**src/rtl/ioc_pkg.sv**
```systemverilog
package ioc_pkg;

    localparam int TAG_W       = 8;
    localparam int LAT_W       = 8;
    localparam int DEFAULT_LAT = 2;

    typedef struct packed {
        logic             valid;
        logic [TAG_W-1:0] tag;
        logic [LAT_W-1:0] lat;
    } ioc_op_t;

    // Latency field 0 selects the default execute latency.
    function automatic logic [LAT_W-1:0] eff_lat(input logic [LAT_W-1:0] raw);
        return (raw == '0) ? LAT_W'(DEFAULT_LAT) : raw;
    endfunction

endpackage

```
**src/rtl/ioc_stage.sv**
```systemverilog
module ioc_stage
    import ioc_pkg::*;
(
    input  logic    clk,
    input  logic    rst,
    input  ioc_op_t in_op,
    input  logic    down_take,
    output logic    up_ready,
    output ioc_op_t q
);

    assign up_ready = !q.valid || down_take;

    always_ff @(posedge clk) begin
        if (rst) begin
            q <= '0;
        end else if (up_ready) begin
            q <= in_op;
        end
    end

    // Held stage keeps its operation unchanged
    p_hold_keeps_r8: assert property (@(posedge clk) disable iff (rst)
        (q.valid && !down_take) |=> (q.valid && $stable(q)));

endmodule

```
**src/rtl/ioc_slot_pick.sv**
```systemverilog
module ioc_slot_pick #(
    parameter int SLOTS = 4
) (
    input  logic [SLOTS-1:0] busy,
    output logic [SLOTS-1:0] grant,
    output logic             any_free
);

    always_comb begin
        grant = '0;
        for (int i = SLOTS - 1; i >= 0; i--) begin
            if (!busy[i]) begin
                grant    = '0;
                grant[i] = 1'b1;
            end
        end
    end

    assign any_free = !(&busy);

endmodule

```
**src/rtl/ioc_exec_slot.sv**
```systemverilog
module ioc_exec_slot
    import ioc_pkg::*;
(
    input  logic             clk,
    input  logic             rst,
    input  logic             load,
    input  logic [TAG_W-1:0] load_tag,
    input  logic [LAT_W-1:0] load_lat,
    output logic             busy,
    output logic [LAT_W-1:0] remain,
    output logic             done,
    output logic [TAG_W-1:0] done_tag
);

    logic [TAG_W-1:0] held_tag;

    always_ff @(posedge clk) begin
        if (rst) begin
            busy     <= 1'b0;
            remain   <= '0;
            done     <= 1'b0;
            done_tag <= '0;
            held_tag <= '0;
        end else begin
            done <= 1'b0;
            if (busy) begin
                if (remain == LAT_W'(1)) begin
                    busy     <= 1'b0;
                    remain   <= '0;
                    done     <= 1'b1;
                    done_tag <= held_tag;
                end else begin
                    remain <= remain - 1'b1;
                end
            end else if (load) begin
                busy     <= 1'b1;
                remain   <= eff_lat(load_lat);
                held_tag <= load_tag;
            end
        end
    end

    // Last count leads to a single completion pulse and an idle slot
    p_finish_r3: assert property (@(posedge clk) disable iff (rst)
        (busy && remain == LAT_W'(1)) |=> (done && !busy));

    // Countdown steps by one per cycle
    p_countdown_r3: assert property (@(posedge clk) disable iff (rst)
        (busy && remain > LAT_W'(1)) |=> (busy && remain == $past(remain) - 1'b1));

    // Loads arrive only for idle slots
    p_load_idle_r6: assert property (@(posedge clk) disable iff (rst)
        load |-> !busy);

    // Completion pulse lasts one cycle
    p_done_pulse_r3: assert property (@(posedge clk) disable iff (rst)
        done |=> !done);

endmodule

```
**src/rtl/inorder_timing_core.sv**
```systemverilog
module inorder_timing_core
    import ioc_pkg::*;
#(
    parameter int SLOTS = 4
) (
    input  logic                   clk,
    input  logic                   rst,
    input  logic                   fetch_valid,
    input  logic [TAG_W-1:0]       fetch_tag,
    input  logic [LAT_W-1:0]       fetch_lat,
    output logic                   fetch_ready,
    input  logic                   opnd_ready,
    output logic [SLOTS-1:0]       slot_busy,
    output logic [SLOTS*LAT_W-1:0] slot_remain,
    output logic [SLOTS-1:0]       done_mask,
    output logic [SLOTS*TAG_W-1:0] done_tags
);

    localparam int NSTAGE = 3;
    localparam int ISS    = NSTAGE - 1;

    ioc_op_t          port_op;
    ioc_op_t          st_in   [NSTAGE];
    ioc_op_t          st_q    [NSTAGE];
    logic             st_rdy  [NSTAGE];
    logic             st_take [NSTAGE];

    logic [SLOTS-1:0] grant;
    logic [SLOTS-1:0] load_vec;
    logic             any_free;
    logic             issue_fire;

    assign port_op.valid = fetch_valid;
    assign port_op.tag   = fetch_tag;
    assign port_op.lat   = fetch_lat;

    // Fetch, decode and issue registers; the hand-offs are chained from issue back to fetch
    for (genvar g = 0; g < NSTAGE; g++) begin : g_stage
        if (g == 0) begin : g_head
            assign st_in[g] = port_op;
        end else begin : g_body
            assign st_in[g] = st_q[g-1];
        end
        if (g == ISS) begin : g_tail
            assign st_take[g] = issue_fire;
        end else begin : g_mid
            assign st_take[g] = st_rdy[g+1];
        end
        ioc_stage u_stage (
            .clk      (clk),
            .rst      (rst),
            .in_op    (st_in[g]),
            .down_take(st_take[g]),
            .up_ready (st_rdy[g]),
            .q        (st_q[g])
        );
    end

    assign fetch_ready = st_rdy[0];

    ioc_slot_pick #(.SLOTS(SLOTS)) u_pick (
        .busy    (slot_busy),
        .grant   (grant),
        .any_free(any_free)
    );

    assign issue_fire = st_q[ISS].valid && opnd_ready && any_free;
    assign load_vec   = issue_fire ? grant : '0;

    for (genvar s = 0; s < SLOTS; s++) begin : g_slot
        ioc_exec_slot u_slot (
            .clk     (clk),
            .rst     (rst),
            .load    (load_vec[s]),
            .load_tag(st_q[ISS].tag),
            .load_lat(st_q[ISS].lat),
            .busy    (slot_busy[s]),
            .remain  (slot_remain[s*LAT_W +: LAT_W]),
            .done    (done_mask[s]),
            .done_tag(done_tags[s*TAG_W +: TAG_W])
        );
    end

    // At most one slot loaded per edge
    p_one_load_r6: assert property (@(posedge clk) disable iff (rst)
        $onehot0(load_vec));

    // A full pool never accepts a load
    p_full_blocks_r7: assert property (@(posedge clk) disable iff (rst)
        (&slot_busy) |-> (load_vec == '0));

    // Refused fetch means the fetch register is occupied
    p_ready_drop_r7: assert property (@(posedge clk) disable iff (rst)
        !fetch_ready |-> st_q[0].valid);

    // Operands not read: nothing enters execute
    p_opnd_wait_r8: assert property (@(posedge clk) disable iff (rst)
        !opnd_ready |=> ($countones(slot_busy) <= $countones($past(slot_busy))));

    // A bubble in issue loads no slot
    p_bubble_r10: assert property (@(posedge clk) disable iff (rst)
        !st_q[ISS].valid |-> (load_vec == '0));

endmodule

```
**config.mk**
```make
export PLATFORM = sky130hd
export DESIGN_NAME = inorder_timing_core
export DESIGN_NICKNAME = d
export VERILOG_FILES = /design/src/rtl/ioc_pkg.sv /design/src/rtl/ioc_stage.sv /design/src/rtl/ioc_slot_pick.sv /design/src/rtl/ioc_exec_slot.sv /design/src/rtl/inorder_timing_core.sv
export SDC_FILE = /design/constraint.sdc
export NUM_CORES = 1
export LEC_CHECK = 0
export ABC_AREA = 1
export BUFFER_PORTS_ARGS = -buffer_cell sky130_fd_sc_hd__buf_2
export CAP_MARGIN = 10
export CORE_MARGIN = 2
export CORE_UTILIZATION = 40
export CTS_BUF_LIST = sky130_fd_sc_hd__clkbuf_4 sky130_fd_sc_hd__clkbuf_8
export CTS_CLUSTER_DIAMETER = 80
export DETAILED_ROUTE_END_ITERATION = 12
export GPL_TIMING_DRIVEN = 0
export SYNTH_ARGS = -nofsm -noshare
export SYNTH_HDL_FRONTEND = slang
export SYNTH_SLANG_ARGS = --single-unit
export TNS_END_PERCENT = 50
```
**constraint.sdc**
```tcl
create_clock -name clk -period 2.19 [get_ports clk]
set_clock_uncertainty 0.2 [all_clocks]
set_input_delay 0.219 -clock clk [delete_from_list [all_inputs] [get_ports clk]]
set_output_delay 0.219 -clock clk [all_outputs]
set_load 0.01 [all_outputs]
```
-- Yosys cells after proc, flatten, opt, wreduce, memory -nomap -nowiden
Cells that the tools add are included.
- bits in read-only memories: 0
- bits in latches: 0
- memories: 0
- logic and storage cells: 102
- memory bits (writable): 0
- output and inout bits: 73
- register bits: 155
- bits of input ports: 20
- mux-type cells: 34
- div/mod/pow operators: 0
- reduce and logical (&&, ||, !) cells: 27
- add/sub/neg operators: 4
- bitwise operators: 4
- order comparisons: 0
- eq/ne operators: 4
- shift operators: 0
- multipliers: 0
- operator list (cell ; count):
    8-bit 2-to-1 mux ; 13
    8-bit by 1-bit == test with 1-bit output (second input constant) ; 4
    8-bit by 1-bit subtractor with 8-bit output (second input constant) ; 4
    4-bit 2-to-1 mux ; 5
    1-bit 2-to-1 mux ; 16
    2-bit AND reduction ; 8
    8-bit zero test ; 1
    2-bit nonzero test ; 4
    2-bit OR reduction ; 4
    1-bit zero test ; 4
    1-bit inverter ; 4
    4-bit AND reduction ; 1
    1-bit logical OR ; 3
    1-bit logical AND ; 2

-- Depth between registers and ports, before layout
Gate-level depths: netlist of the first run.
- depth in word-level cells: 7
- gate-level depth with buffers: 10
- gate-level depth less buffers: 9

-- Hierarchy
From an unflattened synthesis of the first run, not the netlist that was laid out.
- cell total of the unflattened synthesis: 1006
- area total of the unflattened synthesis: 7294.5 um^2
- by module, submodules not included (module ; seq. area each (um^2) ; cells an instance ; area each (um^2) ; instances):
    ioc_exec_slot at g_slot[0].u_slot ... ; 520.5 ; 166 ; 1216.2 ; 3
    ioc_stage ; 340.3 ; 109 ; 774.5 ; 3
    ioc_exec_slot at g_slot[3].u_slot ; 520.5 ; 160 ; 1237.4 ; 1
    inorder_timing_core ; 0.0 ; 10 ; 43.8 ; 1
    ioc_slot_pick ; 0.0 ; 11 ; 41.3 ; 1

-- Least setup slack after synthesis of the first run
OpenSTA, ideal clock, no wires.
- kind: reg-to-reg
- start: reg g_slot[3].u_slot.remain[1]
- end: reg g_slot[3].u_slot.remain[3]
- clock period less this slack: 1.594 ns
- buffers on the path: 0
- library setup time: 0.070 ns
- cell stages (with the launch flop): 8
- arrival time: 1.324 ns
- data required time: 1.920 ns
- slack: 0.596 ns
- path through: dfxtp_1 -> inv_1 -> ha_1 -> nand3_1 -> nor2_2 -> nor2_1 -> o21ai_0 -> a21oi_1
- word-level cells in the longest chain between the ends: 3
- elaborated cells on any way between the ends: 4
- those cells by class: add/sub: 1; eq/ne: 1; mux: 2
- RTL lines (item ; line ; source):
    start: declaration ; ioc_exec_slot.sv:10 ; output logic [LAT_W-1:0] remain,
    start signal: assignment ; ioc_exec_slot.sv:33 ; remain <= remain - 1'b1;
    start signal: assignment ; ioc_exec_slot.sv:37 ; remain <= eff_lat(load_lat);
    8-bit by 1-bit subtractor with 8-bit output / 8-bit by 1-bit == test with 1-bit output (equally long branches) ; ioc_exec_slot.sv:33, ioc_exec_slot.sv:27 ;
    8-bit 2-to-1 mux (*) ; ioc_exec_slot.sv:27 ; if (remain == LAT_W'(1)) begin
    8-bit 2-to-1 mux (*) ; ioc_exec_slot.sv:26 ; if (busy) begin
Mark *: on every way between the ends. The rest lies on a longest branch, timed or not.
A chain may end at the register's enable or synchronous reset.

-- Worst setup path in the final report of the first run
- start: reg g_slot[2].u_slot.busy
- end: out fetch_ready
- word-level cells in the longest chain between the ends: 6
- RTL lines (item ; line ; source):
    start: declaration ; ioc_exec_slot.sv:9 ; output logic busy,
    start signal: assignment ; ioc_exec_slot.sv:19 ; busy <= 1'b0;
    start signal: assignment ; ioc_exec_slot.sv:28 ; busy <= 1'b0;
    start signal: assignment ; ioc_exec_slot.sv:36 ; busy <= 1'b1;
    4-bit AND reduction ; ioc_slot_pick.sv:19 ; assign any_free = !(&busy);
    1-bit zero test ; ioc_slot_pick.sv:19 ;
    1-bit logical AND ; inorder_timing_core.sv:67 ; assign issue_fire = st_q[ISS].valid && opnd_ready && any_free;
    1-bit logical OR (3 in series) ; ioc_stage.sv:12 ; assign up_ready = !q.valid || down_take;
    end: declaration ; inorder_timing_core.sv:11 ; output logic fetch_ready,
No other way between the ends.

==> metrics, run 1 <==
DR vias/cell 4.80; Worst Setup Start Kind flop; switching fraction of total power 24.4%; slowest CP cell dfxtp_1; Final Cycle Share 93.8%; hold path cells 2; TritonCTS Buffers 17; Post-synth top cells nand2_1, dfxtp_1, nor2_1; global-route wire length before repair 27.9 mm; worst-path maximum fanout 10; Avg WL per Cell 13.4 µm; fraction of layout cells with a size suffix above 1 15.5%; Root Driver clkbuf_8; Routed WL 17.2 mm; DIE HEIGHT 133 µm; grt ovf 0; P per Cell Area 687 nW/µm²; top cell type's share of synthesized area 46.9%; # setup viols final 0; leading area contributor after synthesis dfxtp_1; Setup TNS Final 0 ps; Overall Global Routing Usage 19.7%; via count 6,149; max cap viols 0; die area 17,600 µm²; layout net count 1,077; clock transition at the registers of the reported paths 80 ps; Least-Margin Pin Slew 689 ps; clk_lat worst skew 440 ps; # IOs 93; DRT met1 WL 8.42 mm; metal3 WL 620 µm; Area after DPL 7350 µm²; drt initial violations 354; GP Congestion 0.833; initial antenna violation count 0; Comb pwr share 6.8%; Place WS 124 ps; max-slew violation count 0; number of flops mapped to enable cells by yosys 0; Synth area leaders dfxtp_1, nand2_1, o21ai_0; r2r worst-path depth 7; Cell Area, Synth 6620 µm²; TritonCTS clock tree yes; ys flop type dfxtp_1; PnR worst setup slack 135 ps; Pre-antenna DRT Iters 5; Post-synth ARST share 0%; synthesized flop and latch total 155; switching power 1.33 mW; Synthesized Nets 950; CP max stage delay 350 ps; Rows 47; met2 WL 7.91 mm; area grow syn2layout 19.7%; sequential fraction of the synthesis area 46.9%; post-synthesis cell count 922; Critical Path RT 1770 ps; power share of the sequential group 54.0%; worst vdd ir 352 µV; Yosys Warn Count 0; port bufs 91; Relative slew margins 54.1%; DR top layer met4; Critical Path, Cell by Cell buf_4 -> nand2_1 -> o21ai_2 -> buf_6 -> nand4_4 -> buf_2; Die W 133 µm; Design Area, Final 7920 µm²; post-detail-place hpwl 12.4 mm; clk sink count 155; Mapped Avg Cell Area 7.18 µm²; Fillers 1,688; DRC errors left 0; fmax 0.487 GHz; Netlist cell types 26; vias in the first global route 5,517; Tmin final 2060 ps; RSZ-0062 raised after global routing false; Final ANT Viol Nets 0; Int Power 4.11 mW; initial cell density of the core 40.3%; largest net degree at the start of global routing 17; Max clock buf depth 2; Hold Fails Final Rpt 0; status finished clean; leak pwr 3.65 nW; ANT cells 0; worst hold path class in -> reg; nature of the critical path endpoint primary output; H-tree lvl count 4; count leader, synth nand2_1; critical path class reg -> out; Core ar. 16,400 µm²; CP Data Arrival Time 1640 ps; clock power share 39.2%
## state kept, by name, indices dropped and copies added (netlist names)
register / cells
g_slot.u_slot.busy: 4
g_slot.u_slot.done: 4
g_slot.u_slot.done_tag: 32
g_slot.u_slot.held_tag: 32
g_slot.u_slot.remain: 32
g_stage.u_stage.q: 51
## path summary, 6_finish.rpt
path              slack [ps]                         start                      endpoint
hold reg to reg          250  g_slot[3].u_slot.held_tag[2]  g_slot[3].u_slot.held_tag[2]
setup / recovery         130         g_slot[2].u_slot.busy                   fetch_ready
setup reg to reg         290    g_slot[3].u_slot.remain[1]    g_slot[3].u_slot.remain[6]
hold / removal            40                           rst         g_slot[0].u_slot.done
## logic make-up (layout without fill, tap and decap cells)
kind of cell               after synthesis  count (layout)  synth area share [%]
AOI/OAI and AO/OA                      188             188                  14.5
and+or+nand+nor                        434             434                  27.9
xor gates and xnor gates                 2               2                 0.265
DFF                                    155             155                  46.9
adders and majority gates                8               8                  1.51
buffers and inverters                  135             274                  9.03
## timing repair
item	in CTS	in global routing
hold buffers	17	0
gates resized for setup	1	1
cloned	0	0
setup buffers	1	0
hold endpoints to repair	17	0
endpoints found under the setup margin	1	1
## cell usage in the layout (no fill, tap or decap), drive strengths merged, types with 17 or more instances in the layout
cell type    instances
a21oi               83
o21ai              100
dlygate4sd3         17
nand3               82
buf                122
clkbuf              40
nand2              195
inv                 84
nor2               131
dfxtp              155
nand4               23
## metrics by stage
| step | total power [mW] | std cells | utilization, % | hold slack [ps] |
|---|---|---|---|---|
| 3_5_place_dp | 3.35 | 1233 | 44.8 | 237 |
| 4_1_cts | 5.49 | 1281 | 48.3 | 10.9 |
| 3_3_place_gp | 3.35 | 1233 | 44.8 | 228 |
| 5_1_grt | 5.68 | 1281 | 48.3 | 16.3 |
| 6_report | 5.44 | 1281 | 48.3 | 37.4 |
| 2_1_floorplan | 3.23 | 922 | - | 153 |
## critical path, delay by kind of cell (launching register included)
kind	cells	cell delay (ps)
compound gates	1	170
buf+inv	3	500
simple gates	2	170
flops	1	350
## power groups by stage
stage	sequential [mW]	clock, mW	combinational [mW]
floorplan	2.99	0	0.239
CTS	2.94	2.19	0.371
global placement	3.00	0	0.345
finish	2.94	2.13	0.370
global route	2.95	2.31	0.423
detailed placement	3.00	0	0.348
## final cells by class
type,count,area (µm²),area share [%]
Buffer,49,274,3.46
Timing Repair Buffer,109,633,7.99
Multi-Input combinational cell,632,2920,36.9
Clock buffer,21,277,3.49
Sequential cell,155,3100,39.2
Tap cell,220,275,3.47
Inverter,85,319,4.03
Clock inverter,10,118,1.48
## metal layers
| layer | track usage [%] | vias up |
|---|---|---|
| met1 | 26.4 | 2768 |
| met4 | 5.85 | 0 |
| met3 | 3.91 | 17 |
| met2 | 32.2 | 119 |
| li1 | - | 3245 |
| met5 | 0 | - |
Note: power is estimated with default switching activity, not from simulation.
==> inputs of run 2 (changes only) <==
--- a/config.mk
+++ b/config.mk
@@ -6,6 +6,7 @@
 export NUM_CORES = 1
 export LEC_CHECK = 0
 export ABC_AREA = 1
+export ABC_CLOCK_PERIOD_IN_PS = 1750
 export BUFFER_PORTS_ARGS = -buffer_cell sky130_fd_sc_hd__buf_2
 export CAP_MARGIN = 10
 export CORE_MARGIN = 2
==> constraint.sdc (replaced) <==
create_clock -name clk -period 1.75 [get_ports clk]
set_clock_uncertainty 0.2 [all_clocks]
set_input_delay 0.175 -clock clk [delete_from_list [all_inputs] [get_ports clk]]
set_output_delay 0.175 -clock clk [all_outputs]
set_load 0.01 [all_outputs]
==> run 2 against run 1 <==
Die area is the same; largest power group unchanged; final cell count grew 2.2%; flip-flop and latch count is the same; largest cell class unchanged; core utilization grew 2.4 points; sequential power grew 25%; non-clock buffer count grew 25; the flow now finishes with violations (negative setup slack); register-to-register slack lost 300 ps; clock-buffer cell count is the same; global-route usage grew 0.51 points; first-iteration DRC count shrank 5.1%.
==> metrics, run 2 (synthesis gave the netlist of run 1 again) <==
status finished, violations left; failing checks negative setup slack; Final ANT Viol Nets 0; Max clock buf depth 2; fmax 0.533 GHz; Setup TNS Final -155 ps; Crit path top cell by count buf_6; clock transition at the registers of the reported paths 80 ps; Final Cycle Share 107%; hold endpoint g_slot[0].u_slot.remain[2]; Reg with most FFs g_stage.u_stage.q; nature of the critical path endpoint primary output; RSZ-0062 raised after global routing true; ANT cells 0; hold path cells 5; slowest CP cell dfxtp_4; Worst Setup Start Kind flop; # IOs 93; most frequent cells in the layout nand2_1, dfxtp_1, nor2_1; worst-path maximum fanout 3; max cap viols 0; Overall Global Routing Usage 20.2%; post-detail-place hpwl 12.4 mm; worst vdd ir 452 µV; layout net count 1,105; TritonCTS clock tree yes; Routed WL 17.7 mm; fraction of layout cells with a size suffix above 1 20.0%; leak pwr 3.84 nW; R2R Path Start g_slot[1].u_slot.busy; port bufs 91; Least-Margin Pin Slew 727 ps; worst hold path class in -> reg; FF-to-FF End g_stage[1].u_stage.q[14]; global-route wire length before repair 28.5 mm; Critical Path, Cell by Cell nand2_2 -> o21ai_4 -> buf_6 -> nand4_4 -> buf_6 -> buf_6; DRC errors left 0; CP max stage delay 370 ps; max reg flops 51; via count 6,288; max-slew violation count 0; # setup viols final 4; min-delay src opnd_ready; CP Data Arrival Time 1500 ps; PnR worst setup slack -128 ps; critical path class reg -> out; DIE HEIGHT 133 µm; TritonCTS Buffers 17; r2r worst-path depth 8; vias in the first global route 5,622; P per Cell Area 824 nW/µm²; Pre-antenna DRT Iters 5; initial antenna violation count 0; Critical Path RT 1370 ps; Final Util 50.7%; Core ar. 16,400 µm²; initial cell density of the core 40.3%; clk sink count 155; largest net degree at the start of global routing 17; area grow syn2layout 25.5%; die area 17,600 µm²; Buf/Inv on CP 3; r2r setup slk -10 ps; H-tree lvl count 4; Tmin final 1880 ps; clk_lat worst skew 450 ps; grt ovf 0; Root Driver clkbuf_8; Rows 47; Die W 133 µm; GP Congestion 0.833; DR vias/cell 4.80; Hold Fails Final Rpt 0; Avg WL per Cell 13.6 µm; drt initial violations 336; most common cell after layout, fill and taps aside nand2_1; Crit path max-delay family buffers and inverters; Relative slew margins 51.6%
[run 2: cell count changes in the layout (fill, tap and decap cells not counted), moves of 6 or more]
cell / delta
nor2_1: -9
nor2_4: +8
buf_4: +21
nand2_1: -6
[run 2: worst max-delay path by stage]
| stage | from | end | slack [ps] | cells past startpoint |
|---|---|---|---|---|
| floorplan | g_slot[3].u_slot.remain[1] | g_slot[3].u_slot.remain[3] | 160 | 7 |
| global placement | g_slot[3].u_slot.remain[1] | g_slot[3].u_slot.done_tag[0] | -310 | 7 |
| detailed placement | g_slot[3].u_slot.remain[1] | g_slot[3].u_slot.done_tag[0] | -320 | 7 |
| CTS | g_slot[2].u_slot.busy | fetch_ready | -170 | 7 |
| global route | g_slot[3].u_slot.busy | fetch_ready | -190 | 6 |
| finish | g_slot[1].u_slot.busy | fetch_ready | -130 | 6 |
[run 2: layer usage]
metal  track usage (%)  wire [µm]  vias to the layer above
li1                  -          -                     3313
met1              27.1       8710                     2834
met2              33.1       8250                      123
met3              3.91        595                       18
met4              5.85        188                        0
met5                 0          0                        -
[run 2: what timing repair did]
| item | in CTS | in global routing |
|---|---|---|
| setup buffers | 14 | 9 |
| setup endpoints to repair | 98 | 102 |
| resized for setup | 23 | 45 |
| gates cloned | 1 | 2 |
| hold buffers | 20 | 0 |
| pin swaps | 5 | 8 |
| hold endpoints to repair | 18 | 0 |
[run 2: layout make-up]
cell class	count	area, µm²
fillers	1656	8100
multi-input cells	635	3070
well taps	220	275
clock inverters	10	118
inverters	85	327
plain buffers	49	294
clock buffers	21	277
repair buffers	134	838
flip-flops and latches	155	3120
[run 2: per-stage QoR]
stage	cell area [µm²]	power (mW)	std cells	hold slack, ps	setup slack, ps
final	8310	6.85	1309	113	-128
after global routing	8310	7.14	1309	131	-188
after CTS	8120	6.89	1299	59.3	-173
after detailed placement	7350	4.19	1233	226	-316
after global placement	7350	4.19	1233	228	-309
after floorplan	6620	4.04	922	109	156
[run 2: worst min-delay path, delay by kind of cell]
| family | cells | cell delay [ps] |
|---|---|---|
| AND/OR/NAND/NOR | 1 | 80 |
| AO/OA/AOI/OAI | 2 | 200 |
| buffers and inverters | 2 | 270 |
[run 2: power by group]
| group | internal [mW] | switching, mW |
|---|---|---|
| Sequential | 3.60 | 0.0726 |
| Combinational | 0.194 | 0.302 |
| Clock | 1.37 | 1.31 |
